$ cat src/rtl/mm_pkg.sv
// Package: shared types and width helpers for the systolic multiplier.
// Assumes unsigned operands; accumulator width grows with log2 of the depth.
package mm_pkg;

    // Sequencer state: idle between products, run while ticks are issued
    typedef enum logic {
        SEQ_IDLE = 1'b0,
        SEQ_RUN  = 1'b1
    } seq_state_t;

    // Bits needed to sum n products of two w-bit unsigned values
    function automatic int acc_bits(input int w, input int n);
        return 2 * w + $clog2(n);
    endfunction

endpackage

$ cat src/rtl/sa_cell.sv
// Module: sa_cell
// One multiply-accumulate cell of the grid. It holds one result element and
// adds the product of the operand pair it sees on each enabled tick.
// Assumes AW >= 2*W and that clr takes priority over en.
module sa_cell #(
    parameter int W  = 8,
    parameter int AW = 18
) (
    input  logic          clk,
    input  logic          rst_n,
    input  logic          clr,
    input  logic          en,
    input  logic [W-1:0]  a,
    input  logic [W-1:0]  b,
    output logic [AW-1:0] acc
);

    logic [2*W-1:0] prod;

    // Full-width unsigned product of the pair presented this tick
    assign prod = {{W{1'b0}}, a} * {{W{1'b0}}, b};

    // Accumulate the product; cleared by reset or a new start
    always_ff @(posedge clk) begin
        if (!rst_n) begin
            acc <= '0;
        end else if (clr) begin
            acc <= '0;
        end else if (en) begin
            acc <= acc + AW'(prod);
        end
    end

endmodule

$ cat src/rtl/sa_fwd.sv
// Module: sa_fwd
// Operand forwarding stage between two neighbouring cells. It delays an
// operand by one tick so it reaches the next cell on the following tick.
// Assumes en is the run strobe and clr the start strobe.
module sa_fwd #(
    parameter int W = 8
) (
    input  logic         clk,
    input  logic         rst_n,
    input  logic         clr,
    input  logic         en,
    input  logic [W-1:0] d,
    output logic [W-1:0] q
);

    // Hold the operand for one tick; flushed to zero on start
    always_ff @(posedge clk) begin
        if (!rst_n) begin
            q <= '0;
        end else if (clr) begin
            q <= '0;
        end else if (en) begin
            q <= d;
        end
    end

endmodule

$ cat src/rtl/sa_feed.sv
// Module: sa_feed
// Captures one operand matrix at start and presents one skewed edge lane per
// grid row (COLS=0, matrix A) or grid column (COLS=1, matrix B). On tick t,
// lane l carries element index k = t - l when 0 <= k < N, and zero otherwise.
// Assumes the tick counter starts at 0 on the first tick after start.
module sa_feed #(
    parameter int N    = 3,
    parameter int W    = 8,
    parameter int TW   = 4,
    parameter bit COLS = 1'b0
) (
    input  logic             clk,
    input  logic             rst_n,
    input  logic             load,
    input  logic [N*N*W-1:0] mat,
    input  logic [TW-1:0]    tick,
    output logic [N*W-1:0]   lanes
);

    logic [N*N*W-1:0] mat_q;

    // Latch the whole matrix once per multiplication
    always_ff @(posedge clk) begin
        if (!rst_n) begin
            mat_q <= '0;
        end else if (load) begin
            mat_q <= mat;
        end
    end

    for (genvar l = 0; l < N; l++) begin : g_lane
        logic [W-1:0] pick;

        if (COLS) begin : g_col
            // Column lane l: walk down column l of the matrix, skewed by l
            always_comb begin
                pick = '0;
                for (int k = 0; k < N; k++) begin
                    if (int'(tick) == l + k) begin
                        pick = mat_q[(k*N + l)*W +: W];
                    end
                end
            end
        end else begin : g_row
            // Row lane l: walk along row l of the matrix, skewed by l
            always_comb begin
                pick = '0;
                for (int k = 0; k < N; k++) begin
                    if (int'(tick) == l + k) begin
                        pick = mat_q[(l*N + k)*W +: W];
                    end
                end
            end
        end

        assign lanes[l*W +: W] = pick;
    end

endmodule

$ cat src/rtl/sa_ctrl.sv
// Module: sa_ctrl
// Sequencer for one multiplication. A start restarts the tick counter and
// enters the run state. After 3N-2 ticks it returns to idle and pulses done.
// Assumes start may arrive at any time, including mid-run.
module sa_ctrl
    import mm_pkg::*;
#(
    parameter int N  = 3,
    parameter int TW = 4
) (
    input  logic          clk,
    input  logic          rst_n,
    input  logic          start,
    output logic          run,
    output logic [TW-1:0] tick,
    output logic          done
);

    localparam logic [TW-1:0] LAST_TICK = TW'(3*N - 3);

    seq_state_t st;

    // Advance the tick counter and flag completion on the final tick
    always_ff @(posedge clk) begin
        if (!rst_n) begin
            st   <= SEQ_IDLE;
            tick <= '0;
            done <= 1'b0;
        end else begin
            done <= 1'b0;
            if (start) begin
                st   <= SEQ_RUN;
                tick <= '0;
            end else if (st == SEQ_RUN) begin
                tick <= tick + TW'(1);
                if (tick == LAST_TICK) begin
                    st   <= SEQ_IDLE;
                    done <= 1'b1;
                end
            end
        end
    end

    // Cells and forwarding stages advance only while running
    assign run = (st == SEQ_RUN);

endmodule

$ cat src/rtl/sys_matmul.sv
// Module: sys_matmul (top)
// Output-stationary N x N systolic multiplier. Two feeders inject skewed
// lanes of A (left edge) and B (top edge). Forwarding stages pass A right and
// B down one cell per tick. Each cell accumulates its own element of C.
// Assumes N >= 2 and unsigned operands.
module sys_matmul
    import mm_pkg::*;
#(
    parameter int N = 3,
    parameter int W = 8,
    localparam int AW = acc_bits(W, N)
) (
    input  logic              clk,
    input  logic              rst_n,
    input  logic              start,
    input  logic [N*N*W-1:0]  a_mat,
    input  logic [N*N*W-1:0]  b_mat,
    output logic              done,
    output logic [N*N*AW-1:0] c_mat
);

    localparam int TW = $clog2(3*N);

    logic          run;
    logic [TW-1:0] tick;
    logic [N*W-1:0] a_lane;
    logic [N*W-1:0] b_lane;

    wire [W-1:0] a_op [N][N];
    wire [W-1:0] b_op [N][N];

    sa_ctrl #(.N(N), .TW(TW)) u_ctrl (
        .clk   (clk),
        .rst_n (rst_n),
        .start (start),
        .run   (run),
        .tick  (tick),
        .done  (done)
    );

    sa_feed #(.N(N), .W(W), .TW(TW), .COLS(1'b0)) u_feed_a (
        .clk   (clk),
        .rst_n (rst_n),
        .load  (start),
        .mat   (a_mat),
        .tick  (tick),
        .lanes (a_lane)
    );

    sa_feed #(.N(N), .W(W), .TW(TW), .COLS(1'b1)) u_feed_b (
        .clk   (clk),
        .rst_n (rst_n),
        .load  (start),
        .mat   (b_mat),
        .tick  (tick),
        .lanes (b_lane)
    );

    for (genvar r = 0; r < N; r++) begin : g_row
        for (genvar c = 0; c < N; c++) begin : g_col

            if (c == 0) begin : g_a_edge
                assign a_op[r][c] = a_lane[r*W +: W];
            end else begin : g_a_fwd
                sa_fwd #(.W(W)) u_fa (
                    .clk   (clk),
                    .rst_n (rst_n),
                    .clr   (start),
                    .en    (run),
                    .d     (a_op[r][c-1]),
                    .q     (a_op[r][c])
                );
            end

            if (r == 0) begin : g_b_edge
                assign b_op[r][c] = b_lane[c*W +: W];
            end else begin : g_b_fwd
                sa_fwd #(.W(W)) u_fb (
                    .clk   (clk),
                    .rst_n (rst_n),
                    .clr   (start),
                    .en    (run),
                    .d     (b_op[r-1][c]),
                    .q     (b_op[r][c])
                );
            end

            sa_cell #(.W(W), .AW(AW)) u_cell (
                .clk   (clk),
                .rst_n (rst_n),
                .clr   (start),
                .en    (run),
                .a     (a_op[r][c]),
                .b     (b_op[r][c]),
                .acc   (c_mat[(r*N + c)*AW +: AW])
            );
        end
    end

endmodule

$ cat config.mk
export PLATFORM = sky130hd
export DESIGN_NAME = sys_matmul
export DESIGN_NICKNAME = d
export VERILOG_FILES = /design/src/rtl/mm_pkg.sv /design/src/rtl/sa_cell.sv /design/src/rtl/sa_fwd.sv /design/src/rtl/sa_feed.sv /design/src/rtl/sa_ctrl.sv /design/src/rtl/sys_matmul.sv
export SDC_FILE = /design/constraint.sdc
export NUM_CORES = 2
export LEC_CHECK = 0
export BUFFER_PORTS_ARGS = -buffer_cell sky130_fd_sc_hd__buf_2
export CAP_MARGIN = 20
export CELL_PAD_IN_SITES_DETAIL_PLACEMENT = 1
export CELL_PAD_IN_SITES_GLOBAL_PLACEMENT = 1
export CORE_MARGIN = 1
export CORE_UTILIZATION = 40
export DETAILED_ROUTE_END_ITERATION = 8
export PLACE_DENSITY = 0.79
export SLEW_MARGIN = 10
export SYNTH_ARGS = -nofsm -noshare
export SYNTH_HDL_FRONTEND = slang
export SYNTH_SLANG_ARGS = --single-unit
$ cat constraint.sdc
create_clock -name clk -period 6.2 [get_ports clk]
set_input_delay 1.24 -clock clk [delete_from_list [all_inputs] [get_ports clk]]
set_output_delay 1.24 -clock clk [all_outputs]
set_load 0.02 [all_outputs]
* Yosys cells after proc, flatten, opt, wreduce, memory -nomap -nowiden *
Index checks and enable logic that the tools add are counted.
W data, S select, Z words.

word-level totals
  register bits after elaboration = 408
  logic and storage cells = 77

cells by class
  add/sub/neg operators = 10
  multipliers = 9
  equal/unequal tests = 5
  mux-type cells = 22
  bitwise operators = 2
  reductions and logical operators = 3

operator list
  operator               count
  $add A18 B16 Y18       9
  $mul A8 B8 Y16         9
  $mux W8                18
  $eq A4 B3 Y1 const B   3
  $add A4 B1 Y4 const B  1
  $eq A4 B2 Y1 const B   1
  $eq A4 B4 Y1 const B   1
  $logic_not A4 Y1       1
  $mux W1                4
  $reduce_or A3 Y1       1
  $not A1 Y1             2
  $reduce_or A2 Y1       1

* Depth between registers and ports, before layout *
  depth in word-level cells = 6
  gate-level depth with buffers = 28
  gate-level depth less buffers = 26

* By module *
From an unflattened synthesis, not the netlist that was laid out.

unflattened totals
  cells, all modules = 4434
  area, all modules = 40202.3 um^2

by module, submodules not included
  module                                  times used  cells each  area each (um^2)
  sa_cell (g_row[1].g_col[0].u_cell ...)  4           391         3340.7
  sa_cell (g_row[0].g_col[1].u_cell ...)  2           388         3306.9
  sa_feed                                 2           291         3238.1
  sa_fwd                                  12          27          292.8
  sa_cell (g_row[2].g_col[1].u_cell)      1           384         3347.0
  sa_cell (g_row[0].g_col[0].u_cell)      1           395         3331.9
  sa_cell (g_row[2].g_col[2].u_cell)      1           382         3286.9
  sa_ctrl                                 1           27          270.3

* Worst setup path after synthesis *
Ideal clock, no wire load.

  path type = reg-to-reg
  start point = register u_ctrl.tick[1]
  end point = register g_row[1].g_col[0].u_cell.acc[17]
  setup time = 0.118 ns
  arrival = 5.950 ns
  data required time = 6.082 ns
  slack = 0.131 ns
  cell stages (with the launch flop) = 28
  path buffers = 3
  path through = dfxtp_1 inv_1 ha_1 and2_1 buf_2 nor2b_1 clkbuf_2 buf_2 a22oi_1 o21ai_1 and2_1 fa_1 inv_1 fa_1 inv_1 fa_1 inv_1 fa_1 inv_1 ha_1 and2_4 a22o_1 a311o_2 o31a_4 a31oi_4 a21oi_2 mux2_4 mux2i_1

between the ends
  longest elaborated chain between the ends = 6

ends and longest elaborated chain
  element                 RTL line       RTL
  start, declared         sa_ctrl.sv:15  output logic [TW-1:0] tick,
  start signal, assigned  sa_ctrl.sv:35  tick <= tick + TW'(1);
  $eq A4 B2 Y1            sa_feed.sv:49  if (int'(tick) == l + k) begin
  $mux W8 (2 in series)   sa_feed.sv:49
  $mux W8 *               sa_feed.sv:49
  $mul A8 B8 Y16 *        sa_cell.sv:21  assign prod = {{W{1'b0}}, a} * {{W{1'b0}}, b};
  $add A18 B16 Y18 *      sa_cell.sv:30  acc <= acc + AW'(prod);
  end signal, assigned    sa_cell.sv:30
  end, declared           sa_cell.sv:15  output logic [AW-1:0] acc

Mark *: on every way between the ends. The rest lies on a longest branch, timed or not.
A chain may end at the register's enable or synchronous reset.

* Final worst setup path *
Same ends and word-level chain as after synthesis.

==> impl_results.md <==
- Status: finished clean
- Starting density of the core: 0.4057
- Vias in the first global route: 33714
- Synth area leaders: fa_1 23%, dfxtp_1 21%, ha_1 12%
- Max FO, Critical Path: 5
- Layout Nets: 5583
- Max IR drop VDD: 0.1993 mV
- Total clock sinks: 408
- Clock Tree Root: clkbuf_16
- Synth unique cells: 72
- Crit path kind: reg2reg
- Worst Hold Class: reg2reg
- Post-synthesis mux area share: 0.08544
- Setup TNS: 0 ns
- Final setup fails: 0
- Tightest Pin Transition: 0.9746 ns
- Fin cells: 5932
- Row cnt: 113
- Drt first-iter violations: 1577
- Syn nets: 5299
- Die Area: 0.09819 mm²
- Worst-path clk slew: 0.06 ns
- Max Slew Vio Count: 0
- Compound-Gate Fraction of Synth Area: 0.07737
- Post-layout min period: 6.037 ns
- Post-DRT Antenna Nets: 0
- YS warnings: 0
- Post-Synth XOR/XNOR Area: 0.02326
- DR vias/cell: 5.123
- Crit-path max cell delay: 0.55 ns
- Main combinational cell family by area after synthesis: adder cells
- Cell taking the most area after synthesis: fa_1
- Tot GR Track Use: 0.2423
- Type of origin of the critical path: register
- Critical path arrival: 6.58 ns
- Cts bufs inserted: 52
- Avg Inst Size Synth: 8.939 µm²
- Most common library cells after synthesis: 818 x inv_1, 450 x fa_1, 408 x dfxtp_1
- Placed cells: 5826
- Initial antenna violation count: 6
- CTS tree: done
- Fin crit share: 0.9737
- CP max stage cell: fa_1
- Number of synthesized flops with an enable pin: 0
- Max_cap viols: 0
- Yosys reg bits: 408
- Yosys top cell area share: 0.2323
- Die W: 313.4 µm
- RSZ-0062 raised after global routing: true
- Ys async rst share: 0
- Clock Latency Late Sink: 0.66 ns
- DP HPWL: 93130 µm
- Hold path depth: 2
- Vias after detailed routing: 30388
- Worst path cell trace: inv_1 -> ha_2 -> and2_1 -> nor2b_4 -> buf_6 -> a22oi_1 -> o21ai_2 -> nand2_1 -> fa_1 -> inv_1 -> fa_1 -> fa_1 -> inv_1 -> fa_1 -> inv_1 -> ha_1 -> and2_4 -> a22o_1 -> a311o_2 -> o31a_4 -> a31oi_4 -> a21oi_2 -> mux2_4 -> mux2i_1
- Worst slew margin: 0.3502
- Adder-cell share of the synthesized area: 0.3498
- Top_reg_cell synth: dfxtp_1
- Seq/Total Area, Yosys: 0.2106
- Routed len/inst: 19.73 µm
- Reg-to-reg startpoint: u_ctrl.tick[1]$_SDFFE_PP0P_
- Area Overhead vs Synth: 14.16%
- WHS Endpoint: g_row[0].g_col[2].u_cell.acc[17]$_SDFFE_PP0P_
- Reg2reg end: g_row[1].g_col[0].u_cell.acc[17]$_SDFFE_PP0P_
- Die Height: 313.4 µm
- Drt drc: 0
- PortBufs: 309
- CTS H-tree lvls: 2
- WL final: 117100 µm
- Max Root-Sink Buffers: 3
- Final Hold Fails: 0
- Largest net degree at the start of global routing: 143
- Most numerous cell in the Yosys netlist: inv_1
- Gate Count Post-Synth: 4338
- Core footprint: 0.09558 mm²
- Max Clock Skew: 0.03829 ns
- F_max: 0.1657 GHz
- Pre-antenna DRT Iters: 7
- Simple-gate share of the synthesized area: 0.1570
- GPL Wtd Cong: 0.8830
- Layout cells sized above 1: 0.1215
- Grt total ovfl: 0
- PwrDens: 156.6 mW/mm²
- Hold-fix buffer count after cts: 0
- Required time worst endpoint: 6.74 ns
- Depth of the worst register-to-register path: 24
- Setup slack, reg-to-reg: 0.16 ns
- I/O pin count: 310
- Static Leak: 22.13 nW
- Critical Path Sink Type: register
- # fillers: 11266
- First-pass GRT wire length: 186500 µm
- Synthesized area: 0.03878 mm²
- Critical hold path startpoint: g_row[0].g_col[2].u_cell.acc[17]$_SDFFE_PP0P_
==> through the flow <==
stage	setup WS, ns	power, W	cell area (µm²)	hold slack [ns]	utilization
global placement	0.06608	0.003398	42040	0.4570	0.4399
detailed placement	-0.1380	0.003420	42040	0.4773	0.4399
CTS	0.03806	0.007011	44080	0.4883	0.4612
global route	-0.1040	0.007166	44270	0.5028	0.4632
finish	0.1632	0.006932	44270	0.4810	0.4632
floorplan	0.1315	0.003166	38780	0.4752	-
==> how the worst max path moves through the flow <==
stage / start / endpoint / slack, ns / cells after the start
final: u_ctrl.tick[1]$_SDFFE_PP0P_ / g_row[1].g_col[0].u_cell.acc[17]$_SDFFE_PP0P_ / 0.16 / 24
after floorplan: u_ctrl.tick[1]$_SDFFE_PP0P_ / g_row[1].g_col[0].u_cell.acc[17]$_SDFFE_PP0P_ / 0.13 / 27
after CTS: u_ctrl.tick[0]$_SDFFE_PP0P_ / g_row[0].g_col[2].u_cell.acc[16]$_SDFFE_PP0P_ / 0.04 / 25
after global placement: u_ctrl.tick[0]$_SDFFE_PP0P_ / g_row[0].g_col[2].u_cell.acc[16]$_SDFFE_PP0P_ / 0.07 / 25
after global routing: u_ctrl.tick[1]$_SDFFE_PP0P_ / g_row[0].g_col[1].u_cell.acc[12]$_SDFFE_PP0P_ / -0.10 / 24
after detailed placement: u_ctrl.tick[0]$_SDFFE_PP0P_ / g_row[0].g_col[2].u_cell.acc[16]$_SDFFE_PP0P_ / -0.14 / 25
==> flip-flops by register name (all words and copies together), names as in the netlist <==
register / count
u_ctrl.run: 1
g_row.g_col.u_cell.acc: 162
u_feed_a.mat_q: 72
u_feed_b.mat_q: 72
u_ctrl.done: 1
u_ctrl.tick: 4
g_row.g_col.g_b_fwd.u_fb.q: 48
g_row.g_col.g_a_fwd.u_fa.q: 48
==> layout by cell type (no fill, tap or decap), types with 14 or more instances in the layout <==
cell type and n:
a22oi_1 33, buf_2 307, inv_1 818, mux2i_1 325, clkbuf_16 52, a21oi_1 109
fa_1 449, dfxtp_1 405, xnor2_1 62, nor2b_1 251, nand2_1 337, xor2_1 41
and2_1 182, nor2_1 309, o21a_1 22, bufinv_16 14, o21ai_0 81, buf_4 91
nand2b_1 61, ha_1 361, a211oi_1 32, a21o_1 60
==> layout make-up <==
type / instances / area, µm² / area share
Clock buffer: 68 / 1431 / 0.03233
Clock inverter: 30 / 574.3 / 0.01297
Antenna cell: 1 / 2.502 / 0.00005653
Inverter: 818 / 3070 / 0.06936
Tap cell: 1265 / 1583 / 0.03575
Multi-Input combinational cell: 2934 / 27050 / 0.6109
Timing Repair Buffer: 408 / 2387 / 0.05393
Sequential cell: 408 / 8174 / 0.1846
==> cell families (layout without fill, tap and decap cells) <==
| group | Yosys count | after routing |
|---|---|---|
| AO/OA/AOI/OAI | 455 | 455 |
| XOR/XNOR | 103 | 103 |
| adder cells (fa/ha/maj) | 814 | 814 |
| buffers and inverters | 996 | 1324 |
| flip-flops | 408 | 408 |
| multiplexers | 330 | 330 |
| other | 0 | 1 |
| AND/OR/NAND/NOR | 1232 | 1232 |
==> critical path, delay by kind of cell (launching register included) <==
kind / cells / cell delay [ns]
buffers and inverters: 5 / 0.41
DFF: 1 / 0.35
AOI/OAI and AO/OA: 7 / 1.51
adders and majority gates: 6 / 2.51
and+or+nand+nor: 4 / 0.70
muxes: 2 / 0.42
==> power breakdown <==
part	switching, W	internal [W]
clock network	0.00133	0.00222
logic	0.000352	0.000241
registers	0.0000901	0.00269
total	0.00178	0.00515
==> routing by layer <==
layer | global-route usage | vias to the layer above | wire (µm)
li1 | - | 14185 | -
met1 | 0.3080 | 15367 | 50980
met2 | 0.4167 | 622 | 56470
met3 | 0.03556 | 206 | 5482
met4 | 0.08792 | 8 | 4081
met5 | 0 | - | 44
==> repair_timing <==
action	4_1_cts	5_1_grt
pin swaps	0	8
gates cloned	0	0
setup buffers	0	7
gates resized for setup	10	35
setup endpoints to repair	4	19
(Power assumes the default switching activity.)
